--- src/rtl/sipo_drv_pkg.sv ---
package sipo_drv_pkg;

    // Shift-clock edge detector states
    typedef enum logic [0:0] {
        CK_LOW  = 1'b0,
        CK_HIGH = 1'b1
    } ck_state_e;

    // Output latch controller states
    typedef enum logic [1:0] {
        LAT_CLEAR  = 2'd0,
        LAT_FOLLOW = 2'd1,
        LAT_HOLD   = 2'd2
    } lat_state_e;

endpackage

--- src/rtl/sipo_in_sync.sv ---
module sipo_in_sync #(
    parameter int unsigned SYNC_STAGES = 2
) (
    input  logic clk_i,
    input  logic rst_ni,
    input  logic sclk_i,
    input  logic sdata_i,
    input  logic stb_ni,
    input  logic clr_ni,
    output logic sclk_s_o,
    output logic sdata_s_o,
    output logic stb_low_s_o,
    output logic clr_act_n_o
);

    localparam int unsigned LAST = SYNC_STAGES - 1;

    logic [SYNC_STAGES-1:0] sclk_q;
    logic [SYNC_STAGES-1:0] data_q;
    logic [SYNC_STAGES-1:0] stbn_q;
    logic [SYNC_STAGES-1:0] clr_q;
    logic                   clr_arst_n;

    // Clear asserts at once, releases through the synchroniser
    assign clr_arst_n = rst_ni & clr_ni;

    if (SYNC_STAGES > 1) begin : g_chain
        always_ff @(posedge clk_i or negedge rst_ni) begin
            if (!rst_ni) begin
                sclk_q <= '0;
                data_q <= '0;
                stbn_q <= '1;
            end else begin
                sclk_q <= {sclk_q[LAST-1:0], sclk_i};
                data_q <= {data_q[LAST-1:0], sdata_i};
                stbn_q <= {stbn_q[LAST-1:0], stb_ni};
            end
        end

        always_ff @(posedge clk_i or negedge clr_arst_n) begin
            if (!clr_arst_n) begin
                clr_q <= '0;
            end else begin
                clr_q <= {clr_q[LAST-1:0], 1'b1};
            end
        end
    end else begin : g_single
        always_ff @(posedge clk_i or negedge rst_ni) begin
            if (!rst_ni) begin
                sclk_q <= '0;
                data_q <= '0;
                stbn_q <= '1;
            end else begin
                sclk_q <= sclk_i;
                data_q <= sdata_i;
                stbn_q <= stb_ni;
            end
        end

        always_ff @(posedge clk_i or negedge clr_arst_n) begin
            if (!clr_arst_n) begin
                clr_q <= '0;
            end else begin
                clr_q <= 1'b1;
            end
        end
    end

    assign sclk_s_o    = sclk_q[LAST];
    assign sdata_s_o   = data_q[LAST];
    assign stb_low_s_o = ~stbn_q[LAST];
    assign clr_act_n_o = clr_q[LAST];

endmodule

--- src/rtl/sipo_edge_fsm.sv ---
module sipo_edge_fsm
    import sipo_drv_pkg::*;
(
    input  logic clk_i,
    input  logic rst_ni,
    input  logic sclk_s_i,
    output logic shift_o
);

    ck_state_e state_q;
    ck_state_e state_d;

    // Next-state logic
    always_comb begin
        state_d = state_q;
        unique case (state_q)
            CK_LOW:  if (sclk_s_i)  state_d = CK_HIGH;
            CK_HIGH: if (!sclk_s_i) state_d = CK_LOW;
            default: state_d = CK_LOW;
        endcase
    end

    // State register
    always_ff @(posedge clk_i or negedge rst_ni) begin
        if (!rst_ni) begin
            state_q <= CK_LOW;
        end else begin
            state_q <= state_d;
        end
    end

    // Output: one pulse on the rise transition
    always_comb begin
        shift_o = 1'b0;
        unique case (state_q)
            CK_LOW:  shift_o = sclk_s_i;
            CK_HIGH: shift_o = 1'b0;
            default: shift_o = 1'b0;
        endcase
    end

    AST_ONE_SHIFT_PER_EDGE: assert property (@(posedge clk_i) disable iff (!rst_ni)
        shift_o |=> !shift_o);

endmodule

--- src/rtl/sipo_shift_reg.sv ---
module sipo_shift_reg #(
    parameter int unsigned STAGES = 24
) (
    input  logic              clk_i,
    input  logic              rst_ni,
    input  logic              shift_i,
    input  logic              din_i,
    output logic [STAGES-1:0] sreg_o
);

    logic [STAGES-1:0] sreg_q;

    always_ff @(posedge clk_i or negedge rst_ni) begin
        if (!rst_ni) begin
            sreg_q <= '0;
        end else if (shift_i) begin
            sreg_q <= {sreg_q[STAGES-2:0], din_i};
        end
    end

    assign sreg_o = sreg_q;

    AST_STAGES_ADVANCE: assert property (@(posedge clk_i) disable iff (!rst_ni)
        shift_i |=> (sreg_o[STAGES-1:1] == $past(sreg_o[STAGES-2:0])));

    AST_NO_SHIFT_STABLE: assert property (@(posedge clk_i) disable iff (!rst_ni)
        !shift_i |=> $stable(sreg_o));

endmodule

--- src/rtl/sipo_out_latch.sv ---
module sipo_out_latch
    import sipo_drv_pkg::*;
#(
    parameter int unsigned STAGES = 24
) (
    input  logic              clk_i,
    input  logic              rst_ni,
    input  logic              clr_act_ni,
    input  logic              stb_low_i,
    input  logic [STAGES-1:0] sreg_i,
    output logic [STAGES-1:0] par_o
);

    lat_state_e        state_q;
    lat_state_e        state_d;
    logic [STAGES-1:0] latch_q;
    logic              load_en;

    // Next-state logic
    always_comb begin
        state_d = state_q;
        unique case (state_q)
            LAT_CLEAR:  state_d = stb_low_i ? LAT_FOLLOW : LAT_HOLD;
            LAT_FOLLOW: state_d = stb_low_i ? LAT_FOLLOW : LAT_HOLD;
            LAT_HOLD:   state_d = stb_low_i ? LAT_FOLLOW : LAT_HOLD;
            default:    state_d = LAT_HOLD;
        endcase
    end

    // State register, forced to clear asynchronously
    always_ff @(posedge clk_i or negedge clr_act_ni) begin
        if (!clr_act_ni) begin
            state_q <= LAT_CLEAR;
        end else begin
            state_q <= state_d;
        end
    end

    // Output decode
    always_comb begin
        load_en = 1'b0;
        unique case (state_q)
            LAT_CLEAR:  load_en = 1'b0;
            LAT_FOLLOW: load_en = 1'b1;
            LAT_HOLD:   load_en = 1'b0;
            default:    load_en = 1'b0;
        endcase
    end

    always_ff @(posedge clk_i or negedge clr_act_ni) begin
        if (!clr_act_ni) begin
            latch_q <= '1;
        end else if (load_en) begin
            latch_q <= sreg_i;
        end
    end

    assign par_o = latch_q;

    AST_FOLLOW_TRACKS: assert property (@(posedge clk_i) disable iff (!clr_act_ni)
        (state_q == LAT_FOLLOW) |=> (par_o == $past(sreg_i)));

    AST_HOLD_KEEPS: assert property (@(posedge clk_i) disable iff (!clr_act_ni)
        (state_q == LAT_HOLD) |=> $stable(par_o));

    AST_CLEAR_PRESET: assert property (@(posedge clk_i) disable iff (!rst_ni)
        (state_q == LAT_CLEAR) |-> (par_o == {STAGES{1'b1}}));

endmodule

--- src/rtl/cascade_sipo_driver.sv ---
module cascade_sipo_driver
    import sipo_drv_pkg::*;
#(
    parameter int unsigned STAGES      = 24,
    parameter int unsigned SYNC_STAGES = 2
) (
    input  logic              clk_i,
    input  logic              rst_ni,
    input  logic              sclk_i,
    input  logic              sdata_i,
    input  logic              stb_ni,
    input  logic              clr_ni,
    output logic [STAGES-1:0] par_o,
    output logic              sout_o
);

    logic              sclk_s;
    logic              sdata_s;
    logic              stb_low_s;
    logic              clr_act_n;
    logic              shift;
    logic [STAGES-1:0] sreg;

    sipo_in_sync #(
        .SYNC_STAGES (SYNC_STAGES)
    ) u_sync (
        .clk_i       (clk_i),
        .rst_ni      (rst_ni),
        .sclk_i      (sclk_i),
        .sdata_i     (sdata_i),
        .stb_ni      (stb_ni),
        .clr_ni      (clr_ni),
        .sclk_s_o    (sclk_s),
        .sdata_s_o   (sdata_s),
        .stb_low_s_o (stb_low_s),
        .clr_act_n_o (clr_act_n)
    );

    sipo_edge_fsm u_edge (
        .clk_i    (clk_i),
        .rst_ni   (rst_ni),
        .sclk_s_i (sclk_s),
        .shift_o  (shift)
    );

    sipo_shift_reg #(
        .STAGES (STAGES)
    ) u_sreg (
        .clk_i   (clk_i),
        .rst_ni  (rst_ni),
        .shift_i (shift),
        .din_i   (sdata_s),
        .sreg_o  (sreg)
    );

    sipo_out_latch #(
        .STAGES (STAGES)
    ) u_latch (
        .clk_i      (clk_i),
        .rst_ni     (rst_ni),
        .clr_act_ni (clr_act_n),
        .stb_low_i  (stb_low_s),
        .sreg_i     (sreg),
        .par_o      (par_o)
    );

    assign sout_o = sreg[STAGES-1];

    AST_SOUT_ONLY_ON_SHIFT: assert property (@(posedge clk_i) disable iff (!rst_ni)
        !shift |=> $stable(sout_o));

endmodule

--- config.mk ---
export PLATFORM = sky130hd
export DESIGN_NAME = cascade_sipo_driver
export DESIGN_NICKNAME = d
export VERILOG_FILES = /design/src/rtl/sipo_drv_pkg.sv /design/src/rtl/sipo_in_sync.sv /design/src/rtl/sipo_edge_fsm.sv /design/src/rtl/sipo_shift_reg.sv /design/src/rtl/sipo_out_latch.sv /design/src/rtl/cascade_sipo_driver.sv
export SDC_FILE = /design/constraint.sdc
export NUM_CORES = 1
export LEC_CHECK = 0
export BUFFER_PORTS_ARGS = -buffer_cell sky130_fd_sc_hd__buf_4
export CAP_MARGIN = 10
export CORE_MARGIN = 5
export CORE_UTILIZATION = 60
export DETAILED_ROUTE_END_ITERATION = 10
export GPL_TIMING_DRIVEN = 0
export PLACE_DENSITY = 0.9
export SKIP_LAST_GASP = 1
export SLEW_MARGIN = 20
export SYNTH_ARGS = -nofsm -noshare
export SYNTH_HDL_FRONTEND = slang
export SYNTH_HIERARCHICAL = 1
export SYNTH_SLANG_ARGS = --single-unit
--- constraint.sdc ---
create_clock -name clk_i -period 2 [get_ports clk_i]
set_input_delay 0.4 -clock clk_i [delete_from_list [all_inputs] [get_ports clk_i]]
set_output_delay 0.4 -clock clk_i [all_outputs]
set_load 0.005 [all_outputs]
==> results of run 1 <==
-- final timing paths --
check,from,end,cells past startpoint
worst max-delay path,u_latch/par_o[17],par_o[17],1
worst min-delay path,stb_ni,u_sync/stbn_q[0],1
worst max register to register,u_edge/state_q,u_sreg/sreg_o[3],4
worst min register to register,u_sync/clr_q[1],u_latch/state_q[0],0
max in group asynchronous,rst_ni,u_sync/clr_q[1],3
min in group asynchronous,u_sync/clr_q[1],u_latch/state_q[0],0
-- kinds of logic (layout without fill, tap and decap cells) --
logic type,count (synthesis),after routing
buffers and inverters,7,55
flip-flops,59,59
multiplexers,48,48
other,1,1
AND/OR/NAND/NOR,6,6
-- repair_timing --
action,4_1_cts,5_1_grt
gates resized for setup,0,0
hold buffers,2,0
endpoints found under the hold margin,31,0
-- registers in the layout, summed over array words and instances, names as in the netlist --
register	cells
u_latch/state_q	2
u_sreg/sreg_o	24
u_sync/sclk_q	2
u_latch/par_o	24
u_sync/clr_q	2
u_sync/stbn_q	2
u_edge/state_q	1
u_sync/data_q	2
-- cell type report --
| class | instances | area [µm²] |
|---|---|---|
| plain buffers | 6 | 103 |
| clock buffers | 11 | 141 |
| clock inverters | 5 | 100 |
| fillers | 221 | 838 |
| inverters | 1 | 3.75 |
| multi-input cells | 55 | 742 |
| flip-flops and latches | 59 | 1510 |
| well taps | 48 | 60.1 |
| repair buffers | 32 | 245 |
-- Yosys cell counts --
library cell	count	area, µm²
buf_12	4	80.1
dfstp_2	26	683
dfrtp_1	33	826
inv_1	1	3.75
mux2_4	40	601
nand2b_4	1	13.8
conb_1	1	3.75
nor2b_4	1	13.8
and2_1	2	12.5
buf_6	2	22.5
nand2_1	2	7.51
mux2_2	8	90.1
-- layer usage --
layer	GRT usage	vias up	wire length, µm
met5	0	-	0
met4	0.0922	0	66
met3	0.0758	8	191
met2	0.267	24	1970
met1	0.197	575	1550
li1	-	496	-
-- power by group through the flow --
stage	clock network (µW)	registers [µW]	logic, µW
after detailed placement	0	1830	789
final	1300	1820	782
after global routing	1390	1870	833
after floorplan	0	1780	493
after global placement	0	1800	768
after CTS	1340	1820	797
-- worst register-to-register path: cells and delay by family (launching register included) --
family | cells | cell delay (ns)
flip-flops | 1 | 0.39
multiplexers | 1 | 0.31
buffers and inverters | 2 | 0.29
AND/OR/NAND/NOR | 1 | 0.11
-- per-stage QoR --
step                hold slack, ns  worst slack (ns)
global route                 0.148             0.565
CTS                          0.153             0.593
detailed placement           0.298             0.773
finish                       0.173             0.614
floorplan                    0.104             0.842
global placement             0.289             0.806
==> results by group, run 1 <==
Synthesis
  • Synth Register Bits: 59
  • Synth Area in XOR/XNOR: 0
  • Synth Cell Area: 0.00236 mm²
  • Mapped Cells: 121
  • Adder-cell share of the synthesized area: 0
  • Synthesized net count: 127
  • Post-synthesis mux area share: 0.293
  • Largest family of logic cells by synthesized area: multiplexers
  • Syn Area/Cell: 19.5 µm²
  • Synth Area in Simple Gates: 0.0202
  • Post-synthesis compound-gate area fraction: 0
  • Synth unique cells: 12
  • Post-synthesis sequential area ratio: 0.640
  • Yosys Warn Count: 6

Critical path
  • CP max FO: 2
  • Startpoint Class: flop
  • Top Family by Delay on Critical Path: flip-flops
  • Flop-to-flop setup slack: 0.77 ns
  • CP bufs+invs: 1
  • Crit path cell chain: buf_4
  • Crit path kind: flop to primary output
  • Slowest stage cell, crit path: dfstp_2
  • CP Capture Type: primary output
  • Critical Path RT: 1.60 ns
  • Worst Path Arrival: 0.99 ns
  • Slowest stage delay, CP: 0.55 ns

Clock network
  • CTS H-tree lvls: 3
  • CTS Root Buffer Type: clkbuf_8
  • Reg clk slew, reported paths: 0.07 ns
  • Postcts setup bufs: 0
  • Clock latency on the worst-skew pair: 0.33 ns
  • CTS tree: built
  • Clk buf depth: 2
  • Cts bufs inserted: 9
  • Clock net sink count: 59

Timing
  • Slew HR: 0.624
  • Setup TNS: 0 ns
  • Fmax: 722 MHz
  • Final setup fails: 0
  • Final Hold Fails: 0
  • Crit path time final: 1.39 ns
  • Worst Max-Slew Pin Slew: 0.565 ns
  • Final Max Slew Viols: 0
  • RSZ-0062 raised after global routing: no
  • Clock Skew: 0.00677 ns
  • Final period utilization: 0.693

Drt
  • Drt via density: 5.08
  • WL final: 3770 µm
  • Residual DRC: 0
  • Wire per inst: 17.4 µm
  • 1st-iter DRT viols: 89
  • Length of the first detailed-routing pass in iterations: 4
  • Routed vias: 1103
  • Antenna-violating nets left: 0

Placed design
  • Number of I/O port buffers: 30
  • GPL Wtd Cong: 0.739
  • Placed cell area: 0.00264 mm²
  • Dpl hpwl: 2480 µm
  • Dpl cells: 199

Power
  • Int Pwr: 3030 µW
  • Sequential power share: 0.465
  • Switching power of the nets: 870 µW
  • Pwr/cell area: 1340 mW/mm²
  • Leak: 0.00143 µW
  • Maximum VDD drop: 859 µV
  • Final Total Pwr: 3900 µW
  • Clock share of power: 0.334
  • Switch share: 0.223
  • Combinational power share: 0.200

Finish
  • Final Cell Area: 0.00291 mm²
  • Post-layout util: 0.776
  • Commonest non-fill, non-tap cell in the layout: mux2_4
  • Non-filler cells, final: 217
  • Commonest non-fill, non-tap cells in the layout: 40 x mux2_4, 32 x dfrtp_1, 30 x buf_4
  • P&R area growth vs syn: 23.2%
  • Share of post-route cells with drive strength above 1: 0.757
  • Nets: 170
  • Ant. Diodes: 0

Floorplan
  • CORE AREA: 0.00374 mm²
  • I/O pin count: 31
  • DIE HEIGHT: 72.7 µm
  • Die width: 72.7 µm
  • FP Rows: 22
  • Die area: 0.00528 mm²
  • Starting Density: 0.630

GRT
  • Initial antenna violation count: 0
  • First-pass GRT wire length: 6490 µm
  • Gr ovfl total: 0
  • Total track usage: 0.171
  • Largest net degree at the start of global routing: 33
  • Vias in the first global route: 1295

Flow run
  • Max_cap viols: 0

Hold path
  • Worst Hold Class: primary input to flop

Outcome
  • Outcome: completed
No activity file was read; power rests on OpenSTA's default activity.
==> run 2: changes to the inputs <==
--- a/config.mk
+++ b/config.mk
@@ -8,10 +8,10 @@
 export BUFFER_PORTS_ARGS = -buffer_cell sky130_fd_sc_hd__buf_4
 export CAP_MARGIN = 10
 export CORE_MARGIN = 5
-export CORE_UTILIZATION = 60
+export CORE_UTILIZATION = 51
 export DETAILED_ROUTE_END_ITERATION = 10
 export GPL_TIMING_DRIVEN = 0
-export PLACE_DENSITY = 0.9
+export PLACE_DENSITY = 0.83
 export SKIP_LAST_GASP = 1
 export SLEW_MARGIN = 20
 export SYNTH_ARGS = -nofsm -noshare
==> constraint.sdc (replaced) <==
create_clock -name clk_i -period 1.1 [get_ports clk_i]
set_input_delay 0.22 -clock clk_i [delete_from_list [all_inputs] [get_ports clk_i]]
set_output_delay 0.22 -clock clk_i [all_outputs]
set_load 0.005 [all_outputs]
==> run 2 against run 1 <==
The flow now finishes with violations (negative setup slack). Sequential share of layout area shrank 4.7 points. Global-route usage decreased by 2.2 points. First-iteration DRC count fell by 55%. Register-to-register slack worse by 0.88 ns. Routed wire length is 7.2% higher. Core utilization is 5.3 points lower. Cell area grew 9.9%. Die area rose by 15%.
==> results by group, run 2 (same netlist as run 1, synthesis figures left out) <==
Timing
  • Final Max Slew Viols: 0 (unchanged)
  • Clock Skew: 0.00393 ns (-0.00283 ns)
  • RSZ-0062 raised after global routing: yes
  • Final setup fails: 69 (+69)
  • Fmax: 826 MHz
  • Worst Slack Setup Final: -0.110 ns (-0.724 ns)
  • Final period utilization: 1.10
  • Crit path time final: 1.21 ns
  • Worst Max-Slew Pin Slew: 0.585 ns (+0.0208 ns)
  • Setup TNS: -5.17 ns (-5.17 ns)
  • Final Hold Fails: 0 (unchanged)
  • Worst hold slack: 0.272 ns (+0.0996 ns)
  • Slew HR: 0.610 (-0.0139)

Placed design
  • Number of I/O port buffers: 30 (unchanged)
  • Dpl hpwl: 2280 µm (-7.9%)
  • GPL Wtd Cong: 0.727 (-1.5%)
  • Dpl cells: 203 (+2.0%)

Critical path
  • Crit path kind: flop to flop
  • Startpoint Class: flop
  • Critical R2R Launch: u_edge/state_q
  • Reg2reg path depth: 4 (unchanged)
  • Critical Path RT: 1.32 ns (-0.28 ns)
  • CP Capture Type: flop
  • Worst Path Arrival: 1.43 ns (+0.44 ns)
  • CP max FO: 10 (+8)
  • Crit Reg-Reg Endpoint: u_sreg/sreg_o[12]
  • Flop-to-flop setup slack: -0.11 ns (-0.88 ns)

GRT
  • Initial antenna violation count: 0 (unchanged)
  • Vias in the first global route: 1346 (+3.9%)
  • Total track usage: 0.148 (-0.0224)
  • Largest net degree at the start of global routing: 33 (unchanged)
  • First-pass GRT wire length: 6700 µm (+3.3%)
  • Gr ovfl total: 0 (unchanged)
  • Met2 usage: 0.238 (-0.0286)
  • M3 GR Usage: 0.0799 (+0.00410)
  • Top Usage Layer GRT: met2
  • GRT met1 Usage: 0.167 (-0.0300)

Finish
  • Ant. Diodes: 0 (unchanged)
  • Share of post-route cells with drive strength above 1: 0.774 (+0.0163)
  • Commonest non-fill, non-tap cells in the layout: 44 x mux2_4, 32 x dfrtp_1, 28 x buf_6
  • Fillers: 279 (+26%)
  • Nets: 191 (+12%)
  • Commonest non-fill, non-tap cell in the layout: mux2_4
  • P&R area growth vs syn: 35.5%
  • Post-layout util: 0.723 (-0.0527)
  • Non-filler cells, final: 242 (+12%)

Drt
  • Routed vias: 1187 (+7.6%)
  • Drt via density: 4.90 (-3.5%)
  • Wire per inst: 16.7 µm (-3.9%)
  • WL final: 4040 µm (+7.2%)
  • Length of the first detailed-routing pass in iterations: 4 (unchanged)
  • Residual DRC: 0 (unchanged)
  • Antenna-violating nets left: 0 (unchanged)
  • 1st-iter DRT viols: 40 (-55%)

Clock network
  • Clock net sink count: 59 (unchanged)
  • Reg clk slew, reported paths: 0.07 ns (about the same)
  • Clk buf depth: 2 (unchanged)
  • CTS tree: built
  • Clock latency on the worst-skew pair: 0.34 ns (about the same)
  • Cts bufs inserted: 9 (unchanged)
  • CTS Root Buffer Type: clkbuf_8
  • CTS H-tree lvls: 3 (unchanged)

Power
  • Leak: 0.00157 µW (+10%)
  • Pwr/cell area: 2300 mW/mm² (+71%)
  • Final Total Pwr: 7350 µW (+88%)
  • Maximum VDD drop: 1600 µV (+86%)

Floorplan
  • CORE AREA: 0.00441 mm² (+18%)
  • FP Rows: 24 (+9.1%)
  • I/O pin count: 31 (unchanged)
  • Die area: 0.00608 mm² (+15%)
  • Starting Density: 0.534 (-0.0957)
  • DIE HEIGHT: 78.0 µm (+7.3%)
  • Die width: 78.0 µm (+7.3%)

Outcome
  • Failing checks: negative setup slack
  • Outcome: complete, but fails checks

Hold path
  • Worst Hold Class: flop to asynchronous set/reset pin

Flow run
  • Max_cap viols: 0 (unchanged)
-- run 2: cell types whose count changed in the layout (fill, tap and decap cells not counted), sizes merged --
cell and change:
buf +18, dlygate4sd3 +3, bufinv -1, clkinv +1
-- run 2: cell type report --
class | instances | area (µm²) | area share
Timing Repair Buffer | 54 | 539 | 0.169
Clock inverter | 5 | 75.1 | 0.0235
Multi-Input combinational cell | 55 | 757 | 0.237
Sequential cell | 59 | 1510 | 0.473
Clock buffer | 11 | 151 | 0.0474
Inverter | 1 | 3.75 | 0.00118
Tap cell | 52 | 65.1 | 0.0204
Buffer | 5 | 91.3 | 0.0286
-- run 2: what timing repair did --
action / in CTS / in global routing
gates cloned: 1 / 0
setup buffers: 11 / 7
hold buffers: 5 / 0
setup endpoints to repair: 68 / 72
gates resized for setup: 27 / 6
hold endpoints to repair: 34 / 0
-- run 2: worst max path at each step --
| stage | start | endpoint | depth (start not counted) |
|---|---|---|---|
| 2_1_floorplan | u_edge/state_q | u_sreg/sreg_o[10] | 4 |
| 3_3_place_gp | u_edge/state_q | u_sreg/sreg_o[20] | 4 |
| 3_5_place_dp | u_edge/state_q | u_sreg/sreg_o[4] | 4 |
| 4_1_cts | u_latch/par_o[16] | par_o[16] | 1 |
| 5_1_grt | u_latch/par_o[1] | par_o[1] | 1 |
| 6_report | u_edge/state_q | u_sreg/sreg_o[12] | 4 |
-- run 2: power by group --
group | switching (µW) | internal, µW
clock network | 828 | 1390
logic | 416 | 1380
registers | 437 | 2900
total | 1680 | 5660
-- run 2: critical path, stage by stage, from the launching register on --
cell	delay (ns)
dfrtp_1	0.39
nor2b_4	0.11
buf_6	0.14
buf_12	0.15
mux2_4	0.30
-- run 2: stage by stage --
step / worst slack [ns] / instance area, µm²
3_5_place_dp: -0.104 / 2650
3_3_place_gp: -0.0939 / 2650
5_1_grt: -0.147 / 3190
6_report: -0.110 / 3190
2_1_floorplan: -0.0577 / 2360
4_1_cts: -0.118 / 3120
-- run 2: metal layers --
metal  part of all wire  routed length (µm)
met2               0.51                2070
met1               0.42                1690
met4              0.013                  53
met3              0.057                 231
met5                  0                   0
